[config.mk]
export PLATFORM = sky130hd
export DESIGN_NAME = gameport_if
export DESIGN_NICKNAME = d
export VERILOG_FILES = /design/src/rtl/gp_pkg.sv /design/src/rtl/gp_decode.sv /design/src/rtl/gp_oneshot.sv /design/src/rtl/gp_sync2.sv /design/src/rtl/gameport_if.sv
export SDC_FILE = /design/constraint.sdc
export NUM_CORES = 1
export LEC_CHECK = 0
export ABC_AREA = 1
export BUFFER_PORTS_ARGS = -buffer_cell sky130_fd_sc_hd__buf_4
export CORE_AREA = 2 2 102 104
export CTS_CLUSTER_DIAMETER = 150
export DETAILED_ROUTE_END_ITERATION = 10
export DIE_AREA = 0 0 104 106
export PLACE_DENSITY = 0.76
export SYNTH_ARGS = -nofsm -noshare
export SYNTH_HDL_FRONTEND = slang
export SYNTH_HIERARCHICAL = 1
export SYNTH_SLANG_ARGS = --single-unit
[constraint.sdc]
create_clock -name clk_i -period 1.55 [get_ports clk_i]
set_clock_uncertainty 0.05 [all_clocks]
set_input_delay 0.31 -clock clk_i [delete_from_list [all_inputs] [get_ports clk_i]]
set_output_delay 0.31 -clock clk_i [all_outputs]
set_load 0.01 [all_outputs]
[src/rtl/gp_pkg.sv]
package gp_pkg;
  localparam int unsigned GP_AXES = 4;
  localparam int unsigned GP_BTNS = 4;

  typedef struct packed {
    logic [GP_BTNS-1:0] btn;
    logic [GP_AXES-1:0] axis;
  } gp_rd_t;
endpackage

[src/rtl/gp_decode.sv]
module gp_decode #(
  parameter int unsigned ADDR_W = 16,
  parameter logic [ADDR_W-1:0] PORT_ADDR = 'h201
) (
  input  logic [ADDR_W-1:0] addr_i,
  input  logic              rd_i,
  input  logic              wr_i,
  output logic              rd_hit_o,
  output logic              wr_hit_o
);
  logic sel;
  assign sel      = (addr_i == PORT_ADDR);
  assign rd_hit_o = rd_i & sel;
  assign wr_hit_o = wr_i & sel;
endmodule

[src/rtl/gp_oneshot.sv]
module gp_oneshot #(
  parameter int unsigned DUR_W = 16
) (
  input  logic             clk_i,
  input  logic             rst_ni,
  input  logic             trig_i,
  input  logic [DUR_W-1:0] dur_i,
  output logic             busy_o
);
  logic [DUR_W-1:0] cnt_q;

  // retrigger: a load always wins over the decrement
  always_ff @(posedge clk_i or negedge rst_ni) begin
    if (!rst_ni)             cnt_q <= '0;
    else if (trig_i)         cnt_q <= dur_i;
    else if (cnt_q != '0)    cnt_q <= cnt_q - 1'b1;
  end

  assign busy_o = (cnt_q != '0);
endmodule

[src/rtl/gp_sync2.sv]
module gp_sync2 #(
  parameter logic RST_VAL = 1'b1
) (
  input  logic clk_i,
  input  logic rst_ni,
  input  logic d_i,
  output logic q_o
);
  logic s1_q, s2_q;

  always_ff @(posedge clk_i or negedge rst_ni) begin
    if (!rst_ni) begin
      s1_q <= RST_VAL;
      s2_q <= RST_VAL;
    end else begin
      s1_q <= d_i;
      s2_q <= s1_q;
    end
  end

  assign q_o = s2_q;
endmodule

[src/rtl/gameport_if.sv]
module gameport_if
  import gp_pkg::*;
#(
  parameter int unsigned ADDR_W = 16,
  parameter logic [ADDR_W-1:0] PORT_ADDR = 'h201,
  parameter int unsigned DUR_W = 16
) (
  input  logic                     clk_i,
  input  logic                     rst_ni,
  input  logic [ADDR_W-1:0]        addr_i,
  input  logic [7:0]               wdata_i,
  input  logic                     rd_i,
  input  logic                     wr_i,
  output logic [7:0]               rdata_o,
  input  logic [GP_BTNS-1:0]       btn_ni,
  input  logic [GP_AXES*DUR_W-1:0] dur_i
);
  logic               rd_hit, wr_hit;
  logic [GP_AXES-1:0] axis_busy;
  logic [GP_BTNS-1:0] btn_sync;
  gp_rd_t             rd_word;
  logic               unused_wdata;

  assign unused_wdata = ^wdata_i;

  gp_decode #(.ADDR_W(ADDR_W), .PORT_ADDR(PORT_ADDR)) u_dec (
    .addr_i  (addr_i),
    .rd_i    (rd_i),
    .wr_i    (wr_i),
    .rd_hit_o(rd_hit),
    .wr_hit_o(wr_hit)
  );

  for (genvar k = 0; k < GP_AXES; k++) begin : g_axis
    gp_oneshot #(.DUR_W(DUR_W)) u_os (
      .clk_i (clk_i),
      .rst_ni(rst_ni),
      .trig_i(wr_hit),
      .dur_i (dur_i[k*DUR_W +: DUR_W]),
      .busy_o(axis_busy[k])
    );
  end

  // open contact is the reset state
  for (genvar k = 0; k < GP_BTNS; k++) begin : g_btn
    gp_sync2 #(.RST_VAL(1'b1)) u_sync (
      .clk_i (clk_i),
      .rst_ni(rst_ni),
      .d_i   (btn_ni[k]),
      .q_o   (btn_sync[k])
    );
  end

  assign rd_word.btn  = btn_sync;
  assign rd_word.axis = axis_busy;
  assign rdata_o      = rd_hit ? rd_word : 8'h00;
endmodule

# ---- After elaboration in Yosys (flattened, before gate mapping)
# Index checks and enable logic that the tools add are counted.
dict set report totals {
  latchBits 0
  mem_bits_rw 0
  memories 0
  output_inout_bits 8
  rom_bits 0
  reg_bits 72
  elab_cells 36
  inputBits 96
}
dict set report op_classes {
  n_shift 0
  n_reduce_logical 8
  muxes 9
  eq_ne 1
  n_addsub 4
  n_mul 0
  bitwise_logic 2
  div 0
  order_cmp 0
}
# cell count
set ops {}
lappend ops {{$mux 16} 8}
lappend ops {{$reduce_bool 16->1} 4}
lappend ops {{$sub 16x1->16 const B} 4}
lappend ops {{$eq 16x10->1 const B} 1}
lappend ops {{$mux 8} 1}
lappend ops {{$reduce_bool 2->1} 4}
lappend ops {{$and 1x1->1} 2}

# ---- Depth between registers and ports, before layout
# Gate-level depths: netlist of run 1.
dict set report depth {
  depth_word 3
  depth_mapped 13
  ltp_nobuf 12
}

# ---- Modules after synthesis
# Netlist of run 1, hierarchy kept.
# mod seq_area_each_um2 cells_per_inst n_inst area_per_inst_um2
set by_module_without_submodules {}
lappend by_module_without_submodules {gp_oneshot 400.4 165 4 1133.6}
lappend by_module_without_submodules {gp_sync2 52.6 2 4 52.6}
lappend by_module_without_submodules {gp_decode 0.0 21 1 78.8}
lappend by_module_without_submodules {gameport_if 0.0 17 1 65.1}

# ---- Worst setup path after synthesis of run 1
# No wires, ideal clock.
dict set report synth_path {
  path_kind {input to register}
  start {in addr_i[9]}
  end {reg g_axis[0].u_os.cnt_q[12]}
  stages 12
  t_required_ns 1.387
  setup_time_ns 0.113
  path_buffers 0
  setup_slack_ns -0.119
  t_arrival_ns 1.506
  cell_sequence {inv_1 > nor2_1 > nand2_1 > nor2_1 > nand2_1 > nor2_1 > inv_1 > or2_2 > nand2_1 > inv_1 > nand2_1 > inv_1}
}
dict set report synth_between {
  elab_chain_cells 3
  word_cells_on_any_way 4
  cone_classes {eq/ne: 1; mux: 1; bitwise: 1; reduce/logical: 1}
}
# item line
set synth_rtl {}
lappend synth_rtl {{from (decl)} gameport_if.sv:10} ;# input logic [ADDR_W-1:0] addr_i,
lappend synth_rtl {{$eq 16x10->1 (*)} gp_decode.sv:12} ;# assign sel = (addr_i == PORT_ADDR);
lappend synth_rtl {{$and 1x1->1 (*)} gp_decode.sv:14} ;# assign wr_hit_o = wr_i & sel;
lappend synth_rtl {{net wr_hit} gameport_if.sv:18} ;# logic rd_hit, wr_hit;
lappend synth_rtl {{$mux 16 or $reduce_bool 2->1 (tied branches)} n/a}
lappend synth_rtl {{to (signal assigned)} gp_oneshot.sv:15} ;# else if (trig_i) cnt_q <= dur_i;
lappend synth_rtl {{to (signal assigned)} gp_oneshot.sv:16} ;# else if (cnt_q != '0) cnt_q <= cnt_q - 1'b1;
lappend synth_rtl {{to (decl)} gp_oneshot.sv:10} ;# logic [DUR_W-1:0] cnt_q;
# Mark *: on every way through the listed nets, which the timed path passes. The rest lies on a longest branch.
# A chain may end at the register's enable or synchronous reset.

# ---- Worst setup path in the final report of run 1
dict set report layout_path {
  start {reg g_axis[1].u_os.cnt_q[1]}
  end {out rdata_o[1]}
}
dict set report layout_between {
  elab_chain_cells 2
}
# item line
set layout_rtl {}
lappend layout_rtl {{from (decl)} gp_oneshot.sv:10}
lappend layout_rtl {{from (signal assigned)} gp_oneshot.sv:15}
lappend layout_rtl {{from (signal assigned)} gp_oneshot.sv:16}
lappend layout_rtl {{$reduce_bool 16->1} gp_oneshot.sv:19} ;# assign busy_o = (cnt_q != '0);
lappend layout_rtl {{net axis_busy[1]} gameport_if.sv:19} ;# logic [GP_AXES-1:0] axis_busy;
lappend layout_rtl {{$mux 8} gameport_if.sv:56} ;# assign rdata_o = rd_hit ? rd_word : 8'h00;
lappend layout_rtl {{to (decl)} gameport_if.sv:14} ;# output logic [7:0] rdata_o,
# The timed path passes the listed nets, and every way through them passes these cells.

==> out/summary.txt, run 1 <==
TritonRoute pass-1 iters: 5
Final ANT Viol Nets: 0
#FFs+latches synth: 72
Commonest non-fill, non-tap cell in the layout: nand2_1
Clock buffer depth: 2
Via count: 4911
Area growth, synth to finish: 40.95%
Critical Path Sink Type: output pin
Residual DRC: 0
TritonCTS clock tree: done
Setup ws final: -0.2829 ns
Fin nets: 973
P_leak: 3.532 nW
Final hold violations: 0
# H-tree levels: 3
Final Cycle Share: 118.3%
Netlist cell types: 24
Critical path type: reg2out
Setup violators final: 8
Min Tclk post-route: 1.833 ns
End point of the critical path: rdata_o[1]
Cell Area, Synth: 4888 um^2
Largest net degree at the start of global routing: 25
CP max FO: 2
Placed Cells: 962
Critical Path, Cell by Cell: inv_2 > ha_4 > nand2_4 > nor2_8 > nand4_4 > nand2_2 > inv_2 > buf_6
Unrepaired setup endpoints after global routing: true
Share of layout cells above drive strength 1: 36.22%
PD cells: 1206 nW/um^2
Worst path bufs/invs: 3
Sw Pwr: 0.003161 W
YS warnings: 6
Root buffer cell: clkbuf_8
Worst path top cell family by delay: flip-flops
Worst Hold Class: in2reg
RePlAce Congestion: 0.8990
FF-to-FF setup slack: 0.06 ns
Worst EP required: 1.19 ns
Max_cap viols: 0
Reg power frac: 38.4%
Max-slew headroom: 78.43%
WL final: 12.54 mm
Grt ovf: 0
Sequential area share after synthesis: 37.06%
Clock share of power: 22.4%
Starting density of the core: 48.89%
Critical path depth: 8
Initial antenna violation count: 0
I/O Buffers: 95
First-pass GRT wire length: 20.94 mm
Internal power: 0.005150 W
Sw Share: 38.04%
Syn Area/Cell: 6.924 um^2
DRT iter0 DRCs: 169
Detailed Place HPWL: 9.114 mm
Slowest-stage cell, CP: dfrtp_1
CP startpoint: g_axis[1].u_os/cnt_q[1]$_DFFE_PN0P_
Combinational Power Share: 39.2%
Final sum of negative setup slack: -1.557 ns
Vias in the first global route: 4686
Final slew viol count: 0
F_max: 545.6 MHz
Site Rows: 37
WL/cell: 12.37 um
FILL cells: 836
Vias per cell: 4.843
Clock Sinks: 72
Commonest cells after routing, fill and taps aside: nand2_1, buf_4, inv_1
Pre-CTS setup slack: -0.2574 ns
Core area: 10000 um^2
All-layer global routing usage: 23.21%
I/O pin total: 104
Status: complete, but fails checks
DIE WIDTH: 104 um
Clock Latency Late Sink: 0.36 ns
Top cell by count, worst path: inv_2
Slowest cell delay on critical path: 0.40 ns
Post-layout util: 68.91%
DIE HEIGHT: 106 um
CTS buffer count: 9
Startpoint Class: flip-flop
FF-to-FF End: g_axis[1].u_os/cnt_q[11]$_DFFE_PN0P_
Worst IR Drop VDD: 0.6530 mV
CTS clock-pin slew for the worst setup and hold paths: 0.07 ns
Die ar.: 11020 um^2
Synthesized net count: 806
Worst-margin pin slew: 0.3236 ns
Antenna Diode Count: 0
CP arrival: 1.47 ns
Mapped Cells: 706
Final non-filler cell total: 1014
Crit Reg-Reg Startpoint: g_axis[1].u_os/cnt_q[0]$_DFFE_PN0P_
Failing checks: negative setup slack
Worst Reg-to-Reg Cells: 11
[how the worst min path moves through the flow]
stage | endpoint | slack (ns) | cells after the start | startpoint
floorplan | g_axis[0].u_os/cnt_q[0]$_DFFE_PN0P_ | -0.04 | 0 | rst_ni
detailed placement | g_axis[2].u_os/cnt_q[12]$_DFFE_PN0P_ | 0.18 | 1 | rst_ni
CTS | g_btn[3].u_sync/s1_q$_DFF_PN1_ | 0.003 | 1 | btn_ni[3]
finish | g_btn[0].u_sync/s1_q$_DFF_PN1_ | 0.03 | 1 | btn_ni[0]
global route | g_btn[0].u_sync/s1_q$_DFF_PN1_ | 0.004 | 1 | btn_ni[0]
global placement | g_axis[2].u_os/cnt_q[12]$_DFFE_PN0P_ | 0.18 | 1 | rst_ni
[Yosys cell counts]
library cell,instances,share of area [%]
buf_2,1,0.10
clkbuf_1,8,0.61
clkbuf_4,4,0.61
dfrtp_1,64,33
dfstp_2,8,4.3
ha_1,4,1.0
inv_1,88,6.8
inv_2,4,0.31
nand2_1,265,20
nand2_2,8,1.0
nand2_4,4,0.92
nand3_1,56,5.7
nand3_4,4,1.4
nand3b_1,8,1.2
nand4_4,4,1.7
nor2_1,76,5.8
nor2_2,12,1.5
nor2_4,12,2.8
nor2_8,4,1.6
o21ai_0,24,2.5
o21ai_1,20,2.0
or2_2,4,0.51
xnor2_1,8,1.4
xor2_1,16,2.9
[per-layer routing]
layer  vias up  wire [um]  global-route usage, %
met5         -          0                      0
met4         0        179                  7.915
met3        17        644                  4.721
met2       131       6306                  38.72
met1      2263       5412                  30.21
li1       2500          -                      -
[state kept, by name, summed over array words and instances, names as in the netlist]
name               count
g_axis.u_os/cnt_q     64
g_btn.u_sync/s1_q      4
g_btn.u_sync/q_o       4
[repair_timing]
item	CTS	global route
pin swaps	14	38
buffers inserted	13	20
setup endpoints to repair	8	28
gates resized for setup	29	75
hold buffers	1	3
endpoints found under the hold margin	16	3
[worst reg2reg max path: cells and delay by family, from the launching register on]
family	cells	cell delay [ns]
buf+inv	4	0.40
flops	1	0.40
simple gates	7	0.55
[cells by family (layout without fill, tap and decap cells)]
logic type	Yosys count	after routing	synth area share (%)
and+or+nand+nor	457	457	44.71
buffers and inverters	105	277	8.395
DFF	72	72	37.06
AOI/OAI and AO/OA	44	44	4.505
xor gates and xnor gates	24	24	4.300
adders and majority gates	4	4	1.024
[through the flow]
step           total power (W)  instance area (um^2)  hold slack, ns
3_3_place_gp          0.005609                  6087          0.1795
6_report              0.008311                  6890         0.02660
5_1_grt               0.008930                  6890        0.004008
4_1_cts               0.007874                  6507        0.003020
3_5_place_dp          0.005759                  6087          0.1816
2_1_floorplan         0.004984                  4941        -0.03559
[area by class of cell]
class / instances / area [um^2] / share of cell area (%)
well taps: 136 / 170.2 / 2.470
clock inverters: 5 / 103.9 / 1.507
flip-flops and latches: 72 / 1813 / 26.31
repair buffers: 169 / 1370 / 19.88
inverters: 92 / 347.8 / 5.048
clock buffers: 11 / 141.4 / 2.052
multi-input cells: 529 / 2944 / 42.73
[power by group through the flow]
stage,clock network (W),registers (W),logic (W)
2_1_floorplan,0,0.00297,0.00201
3_3_place_gp,0,0.00308,0.00253
3_5_place_dp,0,0.00311,0.00265
4_1_cts,0.00189,0.00313,0.00286
5_1_grt,0.00198,0.00326,0.00370
6_report,0.00186,0.00319,0.00326
No activity file was read; power rests on OpenSTA's default activity.
==> run 2: changes to the inputs <==
==> constraint.sdc (replaced) <==
create_clock -name clk_i -period 1.55 [get_ports clk_i]
set_clock_uncertainty 0.05 [all_clocks]
set_input_delay 0.0775 -clock clk_i [delete_from_list [all_inputs] [get_ports clk_i]]
set_output_delay 0.0775 -clock clk_i [all_outputs]
set_load 0.01 [all_outputs]
==> out/summary.txt, run 2 (synthesis gave the netlist of run 1 again) <==
I/O Buffers: 95
Number of flip-flops under the largest register name: 64
Initial antenna violation count: 0
Final slew viol count: 0
Residual DRC: 0
Commonest non-fill, non-tap cell in the layout: nand2_1
I/O pin total: 104
Startpoint Class: flip-flop
Biggest register: g_axis.u_os/cnt_q
Status: complete, but fails checks
Max-slew headroom: 71.60%
CTS buffer count: 9
Placed Cells: 953
Antenna Diode Count: 0
Clock buffer depth: 2
Critical Path Sink Type: output pin
Max_cap viols: 0
CP max FO: 2
Vias in the first global route: 5236
Finished Cell Area: 7207 um^2
# H-tree levels: 3
TritonRoute pass-1 iters: 5
Final ANT Viol Nets: 0
Clock Latency Late Sink: 0.36 ns
Worst EP required: 1.42 ns
Clock Sinks: 72
DRT iter0 DRCs: 232
DIE WIDTH: 104 um
F_max: 605.8 MHz
Grt ovf: 0
Share of layout cells above drive strength 1: 31.24%
Largest net degree at the start of global routing: 32
Final Cycle Share: 106.5%
Area after detailed placement: 5957 um^2
WL/cell: 13.32 um
Setup ws final: -0.1008 ns
CTS clock-pin slew for the worst setup and hold paths: 0.08 ns
TritonCTS clock tree: done
Critical Path, Cell by Cell: inv_2 > ha_4 > nand2_8 > nor2_8 > nand4_4 > nand2_2 > inv_2 > buf_6
Slowest cell delay on critical path: 0.40 ns
Min Tclk post-route: 1.651 ns
Worst path top cell family by delay: flip-flops
Root buffer cell: clkbuf_8
Worst path bufs/invs: 3
Die ar.: 11020 um^2
Worst Hold Class: in2reg
RePlAce Congestion: 0.8936
Fin nets: 1020
PD cells: 1123 nW/um^2
Vias per cell: 4.925
Worst-margin pin slew: 0.4260 ns
WL final: 14.13 mm
Setup violators final: 4
P_leak: 3.655 nW
Core area: 10000 um^2
DIE HEIGHT: 106 um
Detailed Place HPWL: 9.307 mm
Site Rows: 37
Final hold violations: 0
Worst IR Drop VDD: 0.5984 mV
Final non-filler cell total: 1061
CP arrival: 1.52 ns
Post-layout util: 72.07%
Top cell by count, worst path: inv_2
Area growth, synth to finish: 47.43%
All-layer global routing usage: 25.70%
Commonest cells after routing, fill and taps aside: nand2_1, buf_4, inv_1
Slowest-stage cell, CP: dfrtp_1
First-pass GRT wire length: 22.92 mm
Failing checks: negative setup slack
Starting density of the core: 48.89%
Via count: 5225
Critical path type: reg2out
Unrepaired setup endpoints after global routing: true
[run 2: changes by cell type in the layout (fill, tap and decap cells not counted), moves of 5 or more]
cell / delta
inv_1: +5
nor2_1: +12
dlygate4sd3_1: +54
nand2_1: +9
nand2_2: -5
nor2_4: -8
[run 2: area by class of cell]
cell class	count	area, um^2
Multi-Input combinational cell	529	2836
Clock buffer	10	127.6
Clock inverter	6	85.08
Sequential cell	72	1817
Timing Repair Buffer	216	1826
Inverter	92	345.3
Fill cell	778	2793
Tap cell	136	170.2
[run 2: timing repair]
action	4_1_cts	5_1_grt
endpoints found under the setup margin	4	22
pin swaps	16	28
hold endpoints to repair	116	0
setup buffers	20	17
resized for setup	27	45
hold buffers	58	0
[run 2: per-stage QoR]
stage	power (W)	hold WS [ns]	TNS, ns	setup slack (ns)
finish	0.008093	0.006480	-0.3201	-0.1008
global route	0.008669	0.02532	-0.9339	-0.1571
CTS	0.007766	0.005435	-0.3479	-0.09360
detailed placement	0.005659	-0.004521	-2.953	-0.1522
global placement	0.005489	-0.01564	-0.2017	-0.04931
floorplan	0.004913	-0.2681	0	0.1136
[run 2: path summary, 6_finish.rpt]
kind                                                          start                                    to  slack, ns  depth (start not counted)
worst min-delay path                                      dur_i[32]   g_axis[2].u_os/cnt_q[0]$_DFFE_PN0P_      0.006                          5
worst max-delay path            g_axis[2].u_os/cnt_q[0]$_DFFE_PN0P_                            rdata_o[2]      -0.10                          8
worst max register to register  g_axis[2].u_os/cnt_q[0]$_DFFE_PN0P_  g_axis[2].u_os/cnt_q[12]$_DFFE_PN0P_       0.04                         10
worst min register to register       g_btn[1].u_sync/s1_q$_DFF_PN1_         g_btn[1].u_sync/q_o$_DFF_PN1_       0.31                          0
min in group asynchronous                                    rst_ni  g_axis[1].u_os/cnt_q[13]$_DFFE_PN0P_       0.14                          2
max in group asynchronous                                    rst_ni   g_axis[0].u_os/cnt_q[3]$_DFFE_PN0P_       0.75                          3
[run 2: report_power, final]
group | internal, W | switching (W) | total, W | leakage [nW]
Clock | 0.000901 | 0.000745 | 0.00165 | 0.102
Combinational | 0.00155 | 0.00172 | 0.00327 | 2.73
Sequential | 0.00249 | 0.000695 | 0.00318 | 0.818
[run 2: per-layer routing]
metal,share of wire (%),up-vias,global-route usage [%],wire (um)
met2,52,175,47.46,7379
met5,0,-,0,0
met1,39,2394,28.04,5449
met4,4.9,0,14.38,691
met3,4.3,61,4.169,612
li1,-,2595,-,-
[run 2: worst register-to-register path: cells and delay by family, from the launching register on]
family	cells	cell delay, ns
buffers and inverters	4	0.32
and+or+nand+nor	5	0.48
adders and majority gates	1	0.17
DFF	1	0.40
==> run 3: changes to the inputs <==
--- a/config.mk
+++ b/config.mk
@@ -8,6 +8,7 @@
 export ABC_AREA = 1
 export BUFFER_PORTS_ARGS = -buffer_cell sky130_fd_sc_hd__buf_4
 export CORE_AREA = 2 2 102 104
+export CTS_BUF_LIST = sky130_fd_sc_hd__clkbuf_4
 export CTS_CLUSTER_DIAMETER = 150
 export DETAILED_ROUTE_END_ITERATION = 10
 export DIE_AREA = 0 0 104 106
==> out/summary.txt, run 3 (synthesis gave the netlist of run 1 again) <==
DRT iter0 DRCs: 233
Worst EP required: 1.42 ns
Post-layout util: 73.50%
F_max: 576.9 MHz
Fin nets: 1038
Critical path type: reg2out
Core area: 10000 um^2
Clock Sinks: 72
Initial antenna violation count: 0
FILL cells: 757
Max_cap viols: 0
Final ANT Viol Nets: 0
TritonRoute pass-1 iters: 4
Die ar.: 11020 um^2
Failing checks: negative setup slack
Reg power frac: 39.8%
Commonest non-fill, non-tap cell in the layout: nand2_1
Vias in the first global route: 5346
Area growth, synth to finish: 50.35%
Site Rows: 37
Sw Share: 40.09%
Setup ws final: -0.1833 ns
Setup violators final: 7
Worst IR Drop VDD: 0.5502 mV
Seq. cell area: 1814 um^2
Sw Pwr: 0.003204 W
Final non-filler cell total: 1079
CTS buffer count: 9
Root buffer cell: clkbuf_4
I/O pin total: 104
Placed Cells: 953
Worst-margin pin slew: 0.4229 ns
Share of layout cells above drive strength 1: 31.60%
Min Tclk post-route: 1.733 ns
Area of the multi-input gates: 2860 um^2
I/O Buffers: 95
Number of flip-flops under the largest register name: 64
Clock Latency Late Sink: 0.42 ns
Final hold violations: 0
WL final: 14.79 mm
Vias per cell: 4.978
Clock share of power: 17.2%
Worst Hold Class: in2async
Commonest cells after routing, fill and taps aside: nand2_1, buf_4, inv_1
Grt ovf: 0
Critical Path Sink Type: output pin
All-layer global routing usage: 26.14%
Combinational Power Share: 43.1%
CP max FO: 2
Residual DRC: 0
Max-slew headroom: 71.81%
Clock buffer depth: 2
Final slew viol count: 0
Unrepaired setup endpoints after global routing: true
First-pass GRT wire length: 23.42 mm
Biggest register: g_axis.u_os/cnt_q
# H-tree levels: 3
Status: complete, but fails checks
Largest net degree at the start of global routing: 32
P_leak: 3.723 nW
Area after detailed placement: 5957 um^2
WL/cell: 13.70 um
Antenna Diode Count: 0
CTS clock-pin slew for the worst setup and hold paths: 0.13 ns
Final Cycle Share: 111.8%
Finished Cell Area: 7350 um^2
PD cells: 1087 nW/um^2
DIE WIDTH: 104 um
Internal power: 0.004787 W
DIE HEIGHT: 106 um
RePlAce Congestion: 0.8936
TritonCTS clock tree: done
Starting density of the core: 48.89%
Detailed Place HPWL: 9.307 mm
Via count: 5371
CP arrival: 1.61 ns
Startpoint Class: flip-flop
## run 3: cell count changes in the layout (fill, tap and decap cells not counted), sizes merged
cell,previous run,this run
buf,158,165
dlygate4sd3,58,69
## run 3: path summary, 6_finish.rpt
check | cells past startpoint | startpoint | to | slack, ns
worst max register to register | 9 | g_axis[3].u_os/cnt_q[0]$_DFFE_PN0P_ | g_axis[3].u_os/cnt_q[6]$_DFFE_PN0P_ | -0.03
worst min register to register | 0 | g_btn[1].u_sync/s1_q$_DFF_PN1_ | g_btn[1].u_sync/q_o$_DFF_PN1_ | 0.31
worst min-delay path | 2 | rst_ni | g_axis[1].u_os/cnt_q[1]$_DFFE_PN0P_ | 0.07
max in group asynchronous | 3 | rst_ni | g_axis[3].u_os/cnt_q[5]$_DFFE_PN0P_ | 0.82
min in group clk_i | 6 | wr_i | g_axis[3].u_os/cnt_q[2]$_DFFE_PN0P_ | 0.17
worst max-delay path | 8 | g_axis[3].u_os/cnt_q[0]$_DFFE_PN0P_ | rdata_o[3] | -0.18
## run 3: area by class of cell
type	count	share of cell area, %
well taps	136	2.315
flip-flops and latches	72	24.69
clock inverters	6	1.158
multi-input cells	529	38.92
inverters	92	4.699
repair buffers	234	27.20
clock buffers	10	1.021
## run 3: critical path: stages, from the launching register on
cell,delay (ns)
dfrtp_1,0.42
inv_2,0.09
ha_4,0.15
nand2_4,0.07
nor2_8,0.10
nand4_4,0.10
nand2_2,0.10
inv_2,0.04
buf_6,0.11
## run 3: power by group through the flow
stage                     sequential (W)  combinational, W  clock, W
final                            0.00318           0.00344   0.00137
after detailed placement         0.00312           0.00254         0
after CTS                        0.00312           0.00298   0.00141
after global placement           0.00309           0.00240         0
after global routing             0.00325           0.00380   0.00148
after floorplan                  0.00297           0.00194         0
## run 3: stage by stage
step | TNS, ns | worst slack (ns) | hold slack [ns] | power (W)
global route | -1.942 | -0.2791 | 0.07857 | 0.008529
CTS | -0.7341 | -0.1908 | 0.06097 | 0.007511
finish | -0.6704 | -0.1833 | 0.06685 | 0.007991
global placement | -0.2017 | -0.04931 | -0.01564 | 0.005489
floorplan | 0 | 0.1136 | -0.2681 | 0.004913
detailed placement | -2.953 | -0.1522 | -0.004521 | 0.005659
## run 3: repair_timing
action,CTS,global route
gates resized for setup,26,53
pin swaps,17,30
hold buffers,69,0
endpoints found under the setup margin,4,26
buffers inserted,20,25
hold endpoints to repair,140,0
## run 3: metal layers
layer  vias up  track usage (%)  routed length, um  part of all wire, %
li1       2635                -                  -                    -
met1      2496            28.46               5658                   38
met2       179            48.92               7839                   53
met3        61            4.353                593                  4.0
met4         0            13.22                692                  4.7
met5         -                0                  0                    0
